--- src/rtl/rtc_cal_pkg.sv ---
package rtc_cal_pkg;

    localparam int ADDR_W = 4;
    localparam int NUM_FIELDS = 7;
    localparam int NUM_SPARE = 3;

    typedef struct packed {
        logic [7:0] year;
        logic [7:0] mon;
        logic [7:0] mday;
        logic [7:0] wday;
        logic [7:0] hour;
        logic [7:0] min;
        logic [7:0] sec;
    } cal_t;

    typedef enum logic [ADDR_W-1:0] {
        AD_SEC    = 4'd0,
        AD_SPARE0 = 4'd1,
        AD_MIN    = 4'd2,
        AD_SPARE1 = 4'd3,
        AD_HOUR   = 4'd4,
        AD_SPARE2 = 4'd5,
        AD_WDAY   = 4'd6,
        AD_MDAY   = 4'd7,
        AD_MON    = 4'd8,
        AD_YEAR   = 4'd9,
        AD_STAT   = 4'd10,
        AD_CTRL   = 4'd11,
        AD_ZERO0  = 4'd12,
        AD_ZERO1  = 4'd13
    } reg_addr_e;

    localparam int CB_FREEZE = 7;
    localparam int CB_PIE    = 6;
    localparam int CB_BIN    = 2;

    localparam logic [7:0] CTRL_FREE_MASK = 8'hCC;
    localparam logic [7:0] CTRL_FIXED     = 8'h02;
    localparam logic [7:0] STAT_RESET     = 8'h26;
    localparam logic [7:0] CTRL_RESET     = 8'h42;
    localparam logic [55:0] TIME_RESET    = 56'h00010107000000;

    function automatic logic [ADDR_W-1:0] field_addr(input int idx);
        case (idx)
            0:       return AD_SEC;
            1:       return AD_MIN;
            2:       return AD_HOUR;
            3:       return AD_WDAY;
            4:       return AD_MDAY;
            5:       return AD_MON;
            default: return AD_YEAR;
        endcase
    endfunction

    function automatic logic [7:0] to_num(input logic [7:0] v, input logic bin);
        if (bin) return v;
        return 8'(v[7:4]) * 8'd10 + 8'(v[3:0]);
    endfunction

    function automatic logic [7:0] from_num(input logic [7:0] n, input logic bin);
        if (bin) return n;
        return {4'(n / 8'd10), 4'(n % 8'd10)};
    endfunction

    function automatic logic [7:0] month_len(input logic [7:0] m, input logic [7:0] y);
        case (m)
            8'd2:                      return (y[1:0] == 2'b00) ? 8'd29 : 8'd28;
            8'd4, 8'd6, 8'd9, 8'd11:   return 8'd30;
            default:                   return 8'd31;
        endcase
    endfunction

endpackage

--- src/rtl/rtc_field_adv.sv ---
module rtc_field_adv (
    input  logic [7:0] cur,
    input  logic [7:0] lo,
    input  logic [7:0] hi,
    input  logic       step,
    output logic [7:0] nxt
);
    always_comb begin
        if (!step)
            nxt = cur;
        else if (cur >= hi)
            nxt = lo;
        else
            nxt = cur + 8'd1;
    end
endmodule

--- src/rtl/rtc_cal_step.sv ---
module rtc_cal_step
    import rtc_cal_pkg::*;
(
    input  cal_t cur,
    input  logic bin,
    output cal_t nxt
);
    localparam int NCH = 6;

    logic [7:0] bv [NCH];
    logic [7:0] lo [NCH];
    logic [7:0] hi [NCH];
    logic [7:0] nb [NCH];
    logic       carry [NCH];
    logic [7:0] wd_cur;
    logic [7:0] wd_nxt;

    assign bv[0] = to_num(cur.sec, bin);
    assign bv[1] = to_num(cur.min, bin);
    assign bv[2] = to_num(cur.hour, bin);
    assign bv[3] = to_num(cur.mday, bin);
    assign bv[4] = to_num(cur.mon, bin);
    assign bv[5] = to_num(cur.year, bin);

    assign lo[0] = 8'd0;  assign hi[0] = 8'd59;
    assign lo[1] = 8'd0;  assign hi[1] = 8'd59;
    assign lo[2] = 8'd0;  assign hi[2] = 8'd23;
    assign lo[3] = 8'd1;  assign hi[3] = month_len(bv[4], bv[5]);
    assign lo[4] = 8'd1;  assign hi[4] = 8'd12;
    assign lo[5] = 8'd0;  assign hi[5] = 8'd99;

    assign carry[0] = 1'b1;

    generate
        for (genvar g = 0; g < NCH; g++) begin : g_chain
            rtc_field_adv u_adv (
                .cur  (bv[g]),
                .lo   (lo[g]),
                .hi   (hi[g]),
                .step (carry[g]),
                .nxt  (nb[g])
            );
            if (g < NCH - 1) begin : g_carry
                assign carry[g+1] = carry[g] && (bv[g] >= hi[g]);
            end
        end
    endgenerate

    assign wd_cur = to_num(cur.wday, bin);
    always_comb begin
        if (!carry[3])
            wd_nxt = wd_cur;
        else if (wd_cur >= 8'd7)
            wd_nxt = 8'd1;
        else
            wd_nxt = wd_cur + 8'd1;
    end

    assign nxt.sec  = from_num(nb[0], bin);
    assign nxt.min  = from_num(nb[1], bin);
    assign nxt.hour = from_num(nb[2], bin);
    assign nxt.mday = from_num(nb[3], bin);
    assign nxt.mon  = from_num(nb[4], bin);
    assign nxt.year = from_num(nb[5], bin);
    assign nxt.wday = from_num(wd_nxt, bin);
endmodule

--- src/rtl/rtc_ctrl.sv ---
module rtc_ctrl
    import rtc_cal_pkg::*;
#(
    parameter bit RESET_BINARY = 1'b0
) (
    input  logic       clk,
    input  logic       rst,
    input  logic       wr_stat,
    input  logic       wr_ctrl,
    input  logic       rd_stat,
    input  logic [7:0] wdata,
    input  logic       prd_tick,
    output logic [7:0] stat_q,
    output logic [7:0] ctrl_q,
    output logic       cfg_err,
    output logic       irq
);
    localparam logic [7:0] CTRL_INIT = CTRL_RESET | (RESET_BINARY ? 8'h04 : 8'h00);

    logic ctrl_ok;
    assign ctrl_ok = ((wdata & ~CTRL_FREE_MASK) == CTRL_FIXED);

    always_ff @(posedge clk) begin
        if (rst) begin
            stat_q  <= STAT_RESET;
            ctrl_q  <= CTRL_INIT;
            cfg_err <= 1'b0;
            irq     <= 1'b0;
        end else begin
            if (rd_stat)
                stat_q[7] <= ~stat_q[7];
            if (wr_stat)
                stat_q[6:0] <= wdata[6:0];
            if (wr_ctrl) begin
                if (ctrl_ok)
                    ctrl_q <= wdata;
                else
                    cfg_err <= 1'b1;
            end
            irq <= ctrl_q[CB_PIE] & prd_tick;
        end
    end
endmodule

--- src/rtl/rtc_calendar.sv ---
module rtc_calendar
    import rtc_cal_pkg::*;
#(
    parameter bit RESET_BINARY = 1'b0
) (
    input  logic              clk,
    input  logic              rst,
    input  logic              pps_tick,
    input  logic              prd_tick,
    input  logic [ADDR_W-1:0] bus_addr,
    input  logic [7:0]        bus_wdata,
    input  logic              bus_we,
    input  logic              bus_re,
    output logic [7:0]        bus_rdata,
    output logic              irq,
    output logic              cfg_err
);
    logic [7:0]  tm_q [NUM_FIELDS];
    logic [7:0]  spare_q [NUM_SPARE];
    logic [7:0]  stat_q;
    logic [7:0]  ctrl_q;
    cal_t        cal_now;
    cal_t        cal_nxt;
    logic [55:0] nxt_vec;
    logic        advance;
    logic        spare_sel;
    logic [7:0]  rd_mux;

    assign cal_now = cal_t'({tm_q[6], tm_q[5], tm_q[4], tm_q[3],
                             tm_q[2], tm_q[1], tm_q[0]});
    assign nxt_vec = cal_nxt;
    assign advance = pps_tick && !ctrl_q[CB_FREEZE];

    rtc_cal_step u_step (
        .cur (cal_now),
        .bin (ctrl_q[CB_BIN]),
        .nxt (cal_nxt)
    );

    rtc_ctrl #(.RESET_BINARY(RESET_BINARY)) u_ctrl (
        .clk      (clk),
        .rst      (rst),
        .wr_stat  (bus_we && bus_addr == AD_STAT),
        .wr_ctrl  (bus_we && bus_addr == AD_CTRL),
        .rd_stat  (bus_re && bus_addr == AD_STAT),
        .wdata    (bus_wdata),
        .prd_tick (prd_tick),
        .stat_q   (stat_q),
        .ctrl_q   (ctrl_q),
        .cfg_err  (cfg_err),
        .irq      (irq)
    );

    generate
        for (genvar i = 0; i < NUM_FIELDS; i++) begin : g_field
            localparam logic [ADDR_W-1:0] FA = field_addr(i);
            always_ff @(posedge clk) begin
                if (rst)
                    tm_q[i] <= TIME_RESET[i*8 +: 8];
                else if (bus_we && bus_addr == FA)
                    tm_q[i] <= bus_wdata;
                else if (advance)
                    tm_q[i] <= nxt_vec[i*8 +: 8];
            end
        end
    endgenerate

    assign spare_sel = (bus_addr == AD_SPARE0) || (bus_addr == AD_SPARE1) ||
                       (bus_addr == AD_SPARE2);

    generate
        for (genvar k = 0; k < NUM_SPARE; k++) begin : g_spare
            always_ff @(posedge clk) begin
                if (rst)
                    spare_q[k] <= 8'h00;
                else if (bus_we && spare_sel && bus_addr[2:1] == 2'(k))
                    spare_q[k] <= bus_wdata;
            end
        end
    endgenerate

    always_comb begin
        case (bus_addr)
            AD_SEC:    rd_mux = tm_q[0];
            AD_MIN:    rd_mux = tm_q[1];
            AD_HOUR:   rd_mux = tm_q[2];
            AD_WDAY:   rd_mux = tm_q[3];
            AD_MDAY:   rd_mux = tm_q[4];
            AD_MON:    rd_mux = tm_q[5];
            AD_YEAR:   rd_mux = tm_q[6];
            AD_SPARE0: rd_mux = spare_q[0];
            AD_SPARE1: rd_mux = spare_q[1];
            AD_SPARE2: rd_mux = spare_q[2];
            AD_STAT:   rd_mux = {~stat_q[7], stat_q[6:0]};
            AD_CTRL:   rd_mux = ctrl_q;
            default:   rd_mux = 8'h00;
        endcase
    end

    always_ff @(posedge clk) begin
        if (rst)
            bus_rdata <= 8'h00;
        else if (bus_re)
            bus_rdata <= rd_mux;
    end
endmodule

--- config.mk ---
export PLATFORM = sky130hd
export DESIGN_NAME = rtc_calendar
export DESIGN_NICKNAME = d
export VERILOG_FILES = /design/src/rtl/rtc_cal_pkg.sv /design/src/rtl/rtc_field_adv.sv /design/src/rtl/rtc_cal_step.sv /design/src/rtl/rtc_ctrl.sv /design/src/rtl/rtc_calendar.sv
export SDC_FILE = /design/constraint.sdc
export NUM_CORES = 1
export LEC_CHECK = 0
export CORE_MARGIN = 1.5
export CORE_UTILIZATION = 59
export CTS_CLUSTER_SIZE = 10
export DETAILED_ROUTE_END_ITERATION = 12
export GPL_TIMING_DRIVEN = 0
export PLACE_DENSITY = 0.79
export SLEW_MARGIN = 20
export SYNTH_ARGS = -nofsm -noshare
export SYNTH_HDL_FRONTEND = slang
export SYNTH_HIERARCHICAL = 1
export SYNTH_SLANG_ARGS = --single-unit
--- constraint.sdc ---
create_clock -name clk -period 7.47 [get_ports clk]
set_input_delay 1.1205 -clock clk [delete_from_list [all_inputs] [get_ports clk]]
set_output_delay 1.1205 -clock clk [all_outputs]
set_load 0.03 [all_outputs]
* After elaboration in Yosys (flattened, before gate mapping)
Memories as Yosys holds them, arrays and structs flattened.
Cells that the tools add are included.
** Storage, ports and cells
- Memories :: 2
- Register bits :: 26
- Word-level logic and storage cells :: 233
- Output and inout bits :: 10
- Latch bits :: 0
- ROM bits :: 0
- Bits in writable memories :: 80
** Memories
- tm_q :: depth 7, width 8, rd ports 7, clocked after Yosys merged registers in 0, wr ports 7, RTL line rtc_calendar.sv:18 : logic [7:0] tm_q [NUM_FIELDS];
- spare_q :: depth 3, width 8, rd ports 3, clocked after Yosys merged registers in 0, wr ports 3, RTL line rtc_calendar.sv:19 : logic [7:0] spare_q [NUM_SPARE];
** Operators by class
- Eq/ne operators :: 19
- Muxes and demuxes :: 116
- Bitwise gates (word level) :: 20
- Shift operators :: 0
- Add/sub/neg operators :: 14
- Reduce and logical (&&, ||, !) cells :: 28
- Order comparisons :: 7
- $mul :: 7
- Divide/modulo/power cells :: 14
** Operators with widths (count)
- 8-bit 2-to-1 mux :: 58
- 8-bit one-hot mux with 12 select lines :: 1
- 8-bit by 1-bit adder with 8-bit output (second input constant) :: 7
- 8-bit by 4-bit adder with 8-bit output :: 7
- 8-bit by 4-bit divider with 8-bit output (second input constant) :: 7
- 8-bit by 4-bit remainder unit with 8-bit output (second input constant) :: 7
- 1-bit 2-to-1 mux :: 56
- 4-bit by 3-bit multiplier with 7-bit output (second input constant) :: 7
- 1-bit logical AND :: 19
- 1-bit bitwise OR :: 17
- 4-bit by 3-bit == test with 1-bit output (second input constant) :: 4
- 4-bit == test (second input constant) :: 4
- 8-bit by 3-bit == test with 1-bit output (second input constant) :: 2
- 8-bit by 4-bit == test with 1-bit output (second input constant) :: 2
- 8-bit by 6-bit >= comparator with 1-bit output (second input constant) :: 2
- 8-bit one-hot mux with 2 select lines :: 1
- 4-bit by 2-bit == test with 1-bit output (second input constant) :: 3
- 8-bit by 2-bit == test with 1-bit output (second input constant) :: 1
- 8-bit by 3-bit >= comparator with 1-bit output (second input constant) :: 1
- 8-bit by 4-bit >= comparator with 1-bit output (second input constant) :: 1
- 8-bit by 5-bit >= comparator with 1-bit output (second input constant) :: 1
- 8-bit by 7-bit >= comparator with 1-bit output (second input constant) :: 1
- 8-bit >= comparator :: 1
- 4-bit by 1-bit == test with 1-bit output (second input constant) :: 1
- other kinds (10) :: 14

* Longest topological paths before layout
An unclocked memory read counts as a cell.
- Depth in word-level cells :: 14
- Depth in mapped cells :: 33

* By module
The synthesis kept the hierarchy.
** Modules (own cells, without submodules)
- rtc_cal_step :: area an instance 6072.1 um^2, cells an instance 897, times used 1, sequential area each 0.0 um^2
- rtc_calendar :: area an instance 4644.5 um^2, cells an instance 388, times used 1, sequential area each 2562.5 um^2
- rtc_field_adv :: area an instance 505.5 um^2, cells an instance 69, times used 6, sequential area each 0.0 um^2
- rtc_ctrl :: area an instance 653.1 um^2, cells an instance 60, times used 1, sequential area each 360.3 um^2

* Worst setup path after synthesis
No wires, ideal clock.
- Path kind :: flip-flop to flip-flop
- From :: register u_ctrl.ctrl_q[2]
- To :: memory tm_q[5][3], data pin
- Path slack :: 385 ps
- Data arrival time :: 6829 ps
- Path buffers :: 7
- Cell stages (with the launch flop) :: 31
- Data required time :: 7214 ps
- Cells stage by stage :: dfxtp_1 > buf_6 > buf_2 > clkbuf_8 > clkbuf_1 > clkbuf_1 > buf_1 > o21ai_0 > nor4_1 > nand2_1 > ha_1 > inv_1 > a21boi_0 > o2111a_1 > o41a_1 > clkbuf_1 > a22oi_1 > nor2b_1 > or2_2 > o32a_1 > o21ai_0 > a21oi_1 > maj3_1 > mux2i_1 > nand2_1 > xnor2_1 > ha_1 > or3_1 > a21oi_1 > xnor2_1 > a22o_1
** RTL lines
- start, declared :: RTL line rtc_ctrl.sv:14 : output logic [7:0] ctrl_q,
- start signal, assigned :: RTL line rtc_ctrl.sv:36 : ctrl_q <= wdata;
- end, declared :: RTL line rtc_calendar.sv:18

==> flow_metrics.tcl <==
set metrics [dict create \
    h-tree-depth 3 \
    drc 0 \
    crit_buf_inv 2 \
    row_count 56 \
    grt-ovfl-total 0 \
    cts_tree "built" \
    root_buffer "clkbuf_16" \
    wl_mm 45.9 \
    antenna_found_initial 0 \
    grt_pass1_vias 13400 \
    ys_seq_area_share_pct 20.3 \
    dp_hpwl_mm 34.5 \
    synth_edf_count 80 \
    async_flop_share_pct 0 \
    critPathLaunchType "flop" \
    fp.dieArea_um2 25400 \
    maxCapViolCount 0 \
    synth-seq-cells 106 \
    hold_buffers 0 \
    initial_utilization_pct 60.8 \
    synth-warning-count 6 \
    first_pass_iters 6 \
    syn_area_um2 14400 \
    num_io_pins 28 \
    fin_setup_tns_ps 0 \
    yosys-top-cells-count "nand2_1 (147), o21ai_0 (139), inv_1 (138), nor2_1 (115), ha_1 (113)" \
    drive_gt1_share_pct 11.9 \
    cp.arrival_ps 7300 \
    cp_top_family "compound AO/OA/AOI/OAI gates" \
    grt_pass1_wl_mm 71.8 \
    final_core_util_pct 68.4 \
    crit_fanout 10 \
    synth_top_area_share_pct 16.7 \
    place_area_um2 15400 \
    crit_top_cell "ha_1" \
    worst_path_largest_cell_delay_ps 580 \
    viasPerCell 6.39 \
    cp.required_ps 7590 \
    route.vias.total 14400 \
    post-route-period-util_pct 96.2 \
    clock-sinks 106 \
    avgRoutedWirePerCell_um 20.3 \
    place.gp.congestion 1.05 \
    die_height_um 159 \
    cts.clk_slew.worst_paths_ps 70 \
    cts_buffers 9 \
    clock_latency_ps 360 \
    min_period_ps 7180 \
    syn_area_per_cell_um2 8.19 \
    synth_flop_cell "edfxtp_1" \
    yosysTopAreaCell "edfxtp_1" \
    ys_top_cells_by_area "edfxtp_1 (17%), ha_1 (9.8%), mux2i_1 (5.3%), o21ai_0 (4.8%), nand2_1 (3.8%)" \
    core_um2 23700 \
    cp_slowest_cell "fa_1" \
    rsz0062_at_grt "true" \
    die_x_um 159 \
    final-hold-violation-count 0 \
    grt_use_total_pct 35.4 \
    grt_max_degree 18 \
    synth.distinct_cells 109 \
    fmax_ghz 0.139 \
    nNetsFinal 2080 \
    end_kind "flop" \
    slew_viol_final 0 \
    skew_ps 10.4 \
    setup_viol 0 \
    hold_path.class "reg2reg" \
    io_buffers 25 \
    cts_buffer_depth 2 \
    slew_headroom_pct 22.0 \
    final_area_um2 16200 \
    ant_nets 0 \
    syn_to_final_growth_pct 12.5 \
    insertedDiodeCount 0 \
    drt_iter0_markers 1521 \
    crit_type "reg2reg" \
    postSynthCellCount 1759 \
    status "completed" \
    synth_most_common_cell "nand2_1" \
    worst_pin_slew_ps 1160 \
]
cell type report:
| type | count | area [µm²] |
|---|---|---|
| Fill cell | 2020 | 7470 |
| Tap cell | 319 | 399 |
| Inverter | 142 | 539 |
| Clock buffer | 13 | 269 |
| Timing Repair Buffer | 65 | 551 |
| Sequential cell | 106 | 2930 |
| Multi-Input combinational cell | 1518 | 10900 |
| Clock inverter | 3 | 21.3 |
| Buffer | 93 | 569 |
final timing paths:
kind / cells after the start / start / to / slack (ps)
setup reg to reg: 30 / tm_q[5][5] / tm_q[5][3] / 290
hold reg to reg: 2 / u_ctrl/cfg_err / u_ctrl/cfg_err / 480
setup / recovery: 30 / tm_q[5][5] / tm_q[5][3] / 290
hold / removal: 2 / u_ctrl/cfg_err / u_ctrl/cfg_err / 480
layout by cell type, fill, tap and decap left out, types with 12 or more instances in the layout:
cell	synthesis	final
buf_4	5	46
clkdlybuf4s50_1	0	25
edfxtp_1	80	80
mux2_2	22	22
and3_1	39	39
a211oi_1	12	12
o21a_1	17	17
nand4_1	18	18
a22oi_1	50	45
and2_1	30	30
a31oi_1	20	20
xor2_1	18	18
o21ai_1	15	23
nor2_1	115	115
a21oi_1	92	90
nand2_1	147	147
mux2i_1	76	75
fa_1	14	14
xnor2_1	39	39
o22ai_1	16	16
nand2b_1	35	35
nand3_1	31	31
nor3_1	17	17
inv_1	138	137
o211ai_1	13	13
buf_6	11	12
buf_2	14	15
dfxtp_1	26	25
clkbuf_1	45	32
nor3b_1	16	16
conb_1	2	102
a22o_1	57	57
ha_1	113	113
o21ai_0	139	129
nor2b_1	35	32
state kept, by name, indices dropped and copies added, names as in the netlist:
signal / flops
u_ctrl/irq: 1
u_ctrl/stat_q: 8
u_ctrl/ctrl_q: 8
bus_rdata: 8
u_ctrl/cfg_err: 1
tm_q: 56
spare_q: 24
cell families after synthesis:
group,after synthesis,synth area share [%]
mux,103,7.65
flops,106,20.3
simple gates,550,20.1
buf+inv,235,7.40
fa+ha+maj,132,12.1
compound gates,574,29.0
xor+xnor,57,3.47
other cells,2,0.0521
worst min-delay path: stages, from the launching register on:
cell and delay (ps):
dfxtp_1 330, a21oi_1 40, nor2_1 70
timing repair:
action / 4_1_cts / 5_1_grt
endpoints found under the setup margin: 26 / 14
buffers inserted: 7 / 33
cloned: 0 / 0
pin swaps: 3 / 6
gates resized for setup: 29 / 48
per-stage QoR:
stage	setup WS (ps)	hold slack, ps	std cells
after global placement	-1650	462	2203
after floorplan	385	423	1859
after global routing	-105	498	2259
after CTS	5.57	479	2226
final	287	475	2259
after detailed placement	-1840	462	2203
layer usage:
layer	global-route usage [%]	routed length, µm
met1	45.9	19000
met2	58.3	21100
met3	5.47	3640
met4	15.7	2190
met5	0	0
Power is left out: the tool's default activity adds up to more than one toggle a clock period on the data nets, which glitch-free logic cannot reach.
